--- config.mk ---
export PLATFORM = sky130hd
export DESIGN_NAME = dma_chan_regs
export DESIGN_NICKNAME = d
export VERILOG_FILES = /design/src/rtl/dma_regs_pkg.sv /design/src/rtl/dma_io_decode.sv /design/src/rtl/dma_chan_core.sv /design/src/rtl/dma_chan_regs.sv
export SDC_FILE = /design/constraint.sdc
export NUM_CORES = 1
export LEC_CHECK = 0
export CAP_MARGIN = 20
export CORE_AREA = 3 3 126 128
export CTS_CLUSTER_DIAMETER = 200
export DETAILED_ROUTE_END_ITERATION = 8
export DIE_AREA = 0 0 129 131
export DONT_BUFFER_PORTS = 1
export PLACE_DENSITY = 0.69
export SYNTH_ARGS = -nofsm -noshare
export SYNTH_HDL_FRONTEND = slang
export SYNTH_HIERARCHICAL = 1
export SYNTH_SLANG_ARGS = --single-unit
--- constraint.sdc ---
create_clock -name clk -period 4.4 [get_ports clk]
set_clock_uncertainty 0.1 [all_clocks]
set_input_delay 0.88 -clock clk [delete_from_list [all_inputs] [get_ports clk]]
set_output_delay 0.88 -clock clk [all_outputs]
set_load 0.05 [all_outputs]
--- src/rtl/dma_regs_pkg.sv ---
package dma_regs_pkg;
    localparam int IO_AW      = 16;
    localparam int DATA_W     = 8;
    localparam int ADDR_W     = 32;
    localparam int CNT_W      = 24;
    localparam int ADDR_BYTES = ADDR_W / DATA_W;
    localparam int CNT_BYTES  = CNT_W / DATA_W;
    localparam int IDX_W      = 4;
    localparam int IDX_MISC   = ADDR_BYTES + CNT_BYTES;
    localparam int IDX_STAT   = IDX_MISC + 1;
    localparam int CAT_W      = ADDR_W + CNT_W;

    localparam logic [IO_AW-1:0] P_ADDR_A = 16'h0000;
    localparam logic [IO_AW-1:0] P_ADDR_B = 16'h0002;
    localparam logic [IO_AW-1:0] P_CNT_A  = 16'h0001;
    localparam logic [IO_AW-1:0] P_CNT_B  = 16'h0003;
    localparam logic [IO_AW-1:0] P_PAGE_A = 16'h0087;
    localparam logic [IO_AW-1:0] P_PAGE_B = 16'h0083;
    localparam logic [IO_AW-1:0] P_STAT   = 16'h0008;

    typedef enum logic [1:0] {
        WIN_NONE, WIN_SLAVE, WIN_AUDIO, WIN_LEGACY
    } win_e;

    typedef struct packed {
        logic             hit;
        win_e             win;
        logic [IDX_W-1:0] idx;
        logic             ptr_port;
    } dec_t;

    function automatic logic [DATA_W-1:0] status_byte(
        input win_e win, input logic tc, input logic run,
        input logic ptr, input int chan);
        logic [DATA_W-1:0] s;
        s = '0;
        case (win)
            WIN_SLAVE:  begin s[0] = tc; s[4] = run; end
            WIN_AUDIO:  begin s[0] = tc; s[1] = ptr; s[7] = run; end
            WIN_LEGACY: begin s[chan] = tc; s[chan+4] = run; end
            default:    s = '0;
        endcase
        return s;
    endfunction
endpackage

--- src/rtl/dma_io_decode.sv ---
module dma_io_decode
    import dma_regs_pkg::*;
(
    input  logic [IO_AW-1:0] addr,
    input  logic [IO_AW-1:0] slave_base,
    input  logic [IO_AW-1:0] audio_base,
    input  logic             byte_ptr,
    output dec_t             dec
);
    localparam int OFS_W = 4;

    logic slave_hit, audio_hit;

    assign slave_hit = (addr[IO_AW-1:OFS_W] == slave_base[IO_AW-1:OFS_W])
                       && (addr[OFS_W-1:0] <= OFS_W'(IDX_STAT));
    assign audio_hit = (addr[IO_AW-1:OFS_W] == audio_base[IO_AW-1:OFS_W])
                       && (addr[OFS_W-1:0] <= OFS_W'(IDX_STAT));

    always_comb begin
        dec = '{hit: 1'b0, win: WIN_NONE, idx: '0, ptr_port: 1'b0};
        if (slave_hit) begin
            dec.hit = 1'b1;
            dec.win = WIN_SLAVE;
            dec.idx = IDX_W'(addr[OFS_W-1:0]);
        end else if (audio_hit) begin
            dec.hit = 1'b1;
            dec.win = WIN_AUDIO;
            dec.idx = IDX_W'(addr[OFS_W-1:0]);
        end else begin
            dec.win = WIN_LEGACY;
            dec.hit = 1'b1;
            case (addr)
                P_ADDR_A, P_ADDR_B: begin
                    dec.idx      = byte_ptr ? IDX_W'(1) : IDX_W'(0);
                    dec.ptr_port = 1'b1;
                end
                P_CNT_A, P_CNT_B: begin
                    dec.idx      = byte_ptr ? IDX_W'(ADDR_BYTES + 1) : IDX_W'(ADDR_BYTES);
                    dec.ptr_port = 1'b1;
                end
                P_PAGE_A, P_PAGE_B: dec.idx = IDX_W'(2);
                P_STAT:             dec.idx = IDX_W'(IDX_STAT);
                default: begin
                    dec.hit = 1'b0;
                    dec.win = WIN_NONE;
                end
            endcase
        end
    end
endmodule

--- src/rtl/dma_chan_core.sv ---
module dma_chan_core
    import dma_regs_pkg::*;
(
    input  logic              clk,
    input  logic              rst,
    input  logic              wr_en,
    input  logic [IDX_W-1:0]  wr_idx,
    input  logic [DATA_W-1:0] wdata,
    input  logic              step,
    input  logic              tc_clr,
    output logic [ADDR_W-1:0] cur_addr,
    output logic [CNT_W-1:0]  cur_cnt,
    output logic [DATA_W-1:0] misc,
    output logic              tc,
    output logic              step_go
);
    logic [ADDR_W-1:0] base_addr;
    logic [CNT_W-1:0]  base_cnt;
    logic              wrap;

    assign step_go = step && misc[0] && !wr_en;
    assign wrap    = step_go && (cur_cnt == '0);

    always_ff @(posedge clk) begin
        if (rst) begin
            base_addr <= '0;
            cur_addr  <= '0;
            base_cnt  <= '0;
            cur_cnt   <= '0;
            misc      <= '0;
        end else if (wr_en) begin
            for (int b = 0; b < ADDR_BYTES; b++) begin
                if (wr_idx == IDX_W'(b)) begin
                    base_addr[DATA_W*b +: DATA_W] <= wdata;
                    cur_addr[DATA_W*b +: DATA_W]  <= wdata;
                end
            end
            for (int b = 0; b < CNT_BYTES; b++) begin
                if (wr_idx == IDX_W'(ADDR_BYTES + b)) begin
                    base_cnt[DATA_W*b +: DATA_W] <= wdata;
                    cur_cnt[DATA_W*b +: DATA_W]  <= wdata;
                end
            end
            if (wr_idx == IDX_W'(IDX_MISC)) misc <= wdata;
        end else if (step_go) begin
            if (wrap) begin
                cur_addr <= base_addr;
                cur_cnt  <= base_cnt;
            end else begin
                cur_addr <= cur_addr + ADDR_W'(1);
                cur_cnt  <= cur_cnt - CNT_W'(1);
            end
        end
    end

    always_ff @(posedge clk) begin
        if (rst)         tc <= 1'b0;
        else if (wrap)   tc <= 1'b1;
        else if (tc_clr) tc <= 1'b0;
    end
endmodule

--- src/rtl/dma_chan_regs.sv ---
module dma_chan_regs
    import dma_regs_pkg::*;
#(
    parameter int CHAN = 1
) (
    input  logic              clk,
    input  logic              rst,
    input  logic [IO_AW-1:0]  io_addr,
    input  logic              io_wr,
    input  logic              io_rd,
    input  logic [DATA_W-1:0] io_wdata,
    input  logic [IO_AW-1:0]  slave_base,
    input  logic [IO_AW-1:0]  audio_base,
    input  logic              snoop_en,
    input  logic              xfer_step,
    output logic              io_ack,
    output logic [DATA_W-1:0] io_rdata,
    output logic              tc_flag
);
    dec_t              dec;
    logic              byte_ptr;
    logic              rd_ok, wr_en, tc_clr, step_go;
    logic [ADDR_W-1:0] cur_addr;
    logic [CNT_W-1:0]  cur_cnt;
    logic [DATA_W-1:0] misc;
    logic [CAT_W-1:0]  cat;
    logic [DATA_W-1:0] rd_val;

    dma_io_decode u_dec (
        .addr(io_addr), .slave_base(slave_base), .audio_base(audio_base),
        .byte_ptr(byte_ptr), .dec(dec)
    );

    assign rd_ok  = io_rd && dec.hit && (dec.win != WIN_LEGACY || snoop_en);
    assign wr_en  = io_wr && dec.hit && (dec.idx != IDX_W'(IDX_STAT));
    assign tc_clr = rd_ok && dec.win == WIN_LEGACY && dec.idx == IDX_W'(IDX_STAT);

    dma_chan_core u_core (
        .clk(clk), .rst(rst), .wr_en(wr_en), .wr_idx(dec.idx),
        .wdata(io_wdata), .step(xfer_step), .tc_clr(tc_clr),
        .cur_addr(cur_addr), .cur_cnt(cur_cnt), .misc(misc),
        .tc(tc_flag), .step_go(step_go)
    );

    assign cat = {cur_cnt, cur_addr};

    always_comb begin
        rd_val = '0;
        for (int i = 0; i < IDX_MISC; i++)
            if (dec.idx == IDX_W'(i)) rd_val = cat[DATA_W*i +: DATA_W];
        if (dec.idx == IDX_W'(IDX_MISC)) rd_val = misc;
        if (dec.idx == IDX_W'(IDX_STAT))
            rd_val = status_byte(dec.win, tc_flag, misc[0], byte_ptr, CHAN);
    end

    always_ff @(posedge clk) begin
        if (rst) begin
            io_ack   <= 1'b0;
            io_rdata <= '0;
        end else if (rd_ok) begin
            io_ack   <= 1'b1;
            io_rdata <= rd_val;
        end else begin
            io_ack   <= 1'b0;
            io_rdata <= '0;
        end
    end

    always_ff @(posedge clk) begin
        if (rst)
            byte_ptr <= 1'b0;
        else if (dec.ptr_port && (rd_ok || (io_wr && dec.hit)))
            byte_ptr <= ~byte_ptr;
    end
endmodule

==> results.json <==
{
  "grt_usage_pct": 31.20,
  "hold_viol": 0,
  "postSynthAreaPerCell_sq_um": 7.934,
  "ctsRootBufferMaster": "clkbuf_16",
  "synth.ff_latch_count": 131,
  "leakage_nw": 3.062,
  "grt_pass1_vias": 7290,
  "synth_top_cell_by_area": "dfxtp_1",
  "detail-route-antenna-nets": 0,
  "post_cts.resized_instances": 0,
  "cts-htree-levels": 4,
  "reg2reg_setup_slack_ps": 1140,
  "hold_buffers": 0,
  "async_reset_ff_share_pct": 0,
  "synth-edff-count": 0,
  "syn_inst": 1021,
  "hold_ws_ps": 355.9,
  "dr.pass1.iters": 6,
  "maxCapViolations": 0,
  "worstHoldEndpoint": "u_core/base_cnt[14]$_SDFFE_PP0P_",
  "timing.critical_path.cells": "xor2_1 > nor4_1 > nand4_1 > nand2_2 > o21a_1 > nor4b_4 > nor2_2 > nor2_1 > and4_1 > a31oi_1 > a221oi_1 > a2111oi_2",
  "grt.overflow.total": 0,
  "yosys.cell_types.count": 85,
  "finalCritPeriodShare_pct": 93.65,
  "std_cell_core_area_sq_um": 14980,
  "worst_hold_path_type": "reg2reg",
  "std_cell_rows": 45,
  "clkTransAtPathRegs_ps": 60,
  "detail_route.wl_per_cell_um": 22.07,
  "tns_ps": 0,
  "vdd_drop_max_mv": 0.2777,
  "worstPathBufferInverterCount": 0,
  "nNetsFinal": 1076,
  "port-buffer-count": 0,
  "floorplan.io_pins": 72,
  "largest_fanout_of_any_net_on_the_critical_path": 11,
  "grt_first_pass_wirelength_mm": 40.70,
  "worstPathRequired_ps": 4630,
  "crit_type": "in2reg",
  "synth_top_cells_by_area": "dfxtp_1 32%, nand2_1 6.4%, a21oi_1 5.5%, xor2_1 4.9%, nor2_1 3.6%",
  "critical_path_arrival_ps": 4350,
  "max_root_sink_buffers": 2,
  "cts_tree": "done",
  "synth.net_count": 1089,
  "timing.reg2reg.worst_path_depth": 5,
  "tightestPinTransition_ps": 1141,
  "rsz0062_at_grt": "no",
  "viasPerCell": 6.738,
  "cts_buffers": 17,
  "most_common_library_cell_in_the_layout_ignoring_fill_and_taps": "nand2_1",
  "synth_top_flop_cell": "dfxtp_1",
  "cts.sink_count": 131,
  "max_freq_ghz": 0.2427,
  "antenna_cells": 0,
  "worst_r2r_endpoint": "u_core/cur_addr[17]$_SDFFE_PP0P_",
  "fin_ws_ps": 279.5,
  "floorplan.initialDensity_pct": 54.09,
  "layout-drive-gt1-share_pct": 9.028,
  "yosys_warning_count": 6,
  "cp_top_family": "simple AND/OR/NAND/NOR gates",
  "slew_headroom_pct": 23.56,
  "post-synth-top-area-fraction_pct": 32.38,
  "timing.critical_path.slowest_stage_cell": "a31oi_1",
  "area_growth_pct": 10.09,
  "cellPowerDensity_nw_per_um2": 296.5,
  "kind_of_launch_point_of_the_worst_setup_path": "primary input",
  "insertion_delay_ps": 430,
  "floorplan_die_area_sq_um": 16900,
  "gpl.final_weighted_congestion": 0.9636,
  "detailed_place_hpwl_mm": 17.94,
  "whs_path_depth": 2,
  "die_width_um": 129,
  "fin_util_pct": 59.54,
  "setup.worst_path.end_class": "flip-flop",
  "antenna_found_initial": 0,
  "final_critical_period_ps": 4120,
  "netlist_area_sq_um": 8100,
  "crit-reg2reg-launch": "u_core/cur_cnt[13]$_SDFFE_PP0P_",
  "chipHeight_um": 131,
  "vias": 8133,
  "grt_start_max_net_pins": 132,
  "run_status": "finished, final reports clean",
  "wl_mm": 26.64,
  "finalSetupViolCount": 0,
  "min-delay-start": "u_core/base_cnt[14]$_SDFFE_PP0P_",
  "yosysSeqAreaShare_pct": 32.38,
  "layout_common_cells": "139 x nand2_1, 131 x dfxtp_1, 89 x a21oi_1",
  "drt_first_iter_violations": 990,
  "cp_slowest_stage_delay_ps": 880,
  "timing_max_transition_violations_final": 0,
  "post-route-drc-count": 0,
  "place_ws_ps": -11.25,
  "postCtsSetupRepairBufs": 0,
  "startpoint": "audio_base[10]"
}
==> layer usage <==
metal | vias to the layer above | global-route usage, % | routed length [um]
met5 | - | 0 | 0
met2 | 505 | 47.20 | 11620
met1 | 3811 | 42.60 | 11270
met3 | 74 | 8.659 | 2849
li1 | 3743 | - | -
met4 | 0 | 11.55 | 903
==> worst max-delay path by stage <==
stage	to	slack (ps)	depth (start not counted)
floorplan	u_core/cur_cnt[1]$_SDFFE_PP0P_	250	15
global placement	u_core/cur_cnt[20]$_SDFFE_PP0P_	10	12
detailed placement	u_core/cur_cnt[20]$_SDFFE_PP0P_	-10	12
global route	u_core/cur_cnt[20]$_SDFFE_PP0P_	120	12
finish	u_core/cur_cnt[20]$_SDFFE_PP0P_	280	12
CTS	u_core/cur_cnt[20]$_SDFFE_PP0P_	440	12
==> Yosys cell counts (6+ instances only) <==
cell type,number
a211o_1,15
a211oi_1,15
a21o_1,6
a21oi_1,89
a221oi_1,6
a311oi_1,11
a31oi_1,9
and2_1,9
clkbuf_1,58
dfxtp_1,131
ha_1,6
inv_1,19
mux2i_1,23
mux4_1,7
nand2_1,139
nand2b_1,12
nand3_1,49
nand3b_1,7
nand4_1,25
nor2_1,77
nor2b_1,13
nor3_1,35
nor4_1,30
o21ai_0,21
o22ai_1,14
o31ai_1,6
or3_1,11
or4_1,6
xnor2_1,14
xor2_1,45
==> stage by stage <==
step	instance area (sq um)	power, W	std cells
6_report	8917	0.002644	1207
4_1_cts	8917	0.002655	1207
3_5_place_dp	8328	0.001239	1177
3_3_place_gp	8328	0.001239	1177
5_1_grt	8917	0.002713	1207
2_1_floorplan	8100	0.001260	1021
==> report_power, final <==
part	switching (W)	internal, W
combinational	0.0000111	0.0000165
sequential	0.0000000785	0.00119
clock	0.000513	0.000917
==> state kept, by name (all words and copies together) (netlist names) <==
signal,count
u_core/cur_cnt,24
u_core/misc,8
io_rdata,8
u_core/tc,1
u_core/base_cnt,24
u_core/base_addr,32
u_core/cur_addr,32
io_ack,1
byte_ptr,1
==> cell families (layout without fill, tap and decap cells) <==
family	after synthesis	after routing	synth area share, %
AOI/OAI and AO/OA	251	251	21.22
xor gates and xnor gates	59	59	6.379
adders and majority gates	6	6	0.9268
buffers and inverters	91	89	5.082
DFF	131	131	32.38
muxes	36	36	6.179
and+or+nand+nor	447	447	27.83
==> final cells by class <==
type | instances | area (sq um)
clock buffer | 26 | 519.2
fill | 1381 | 6060
tap | 188 | 235.2
sequential | 131 | 2623
multi-input combinational | 799 | 5074
timing repair buffer | 40 | 325.3
clock inverter | 4 | 70.07
inverter | 19 | 71.32
==> tightest hold or removal path, delay by kind of cell, from the launching register on <==
family / cells / cell delay, ps
AOI/OAI and AO/OA: 1 / 50
DFF: 1 / 300
and+or+nand+nor: 1 / 50
Power figures use the tool's default switching activity.
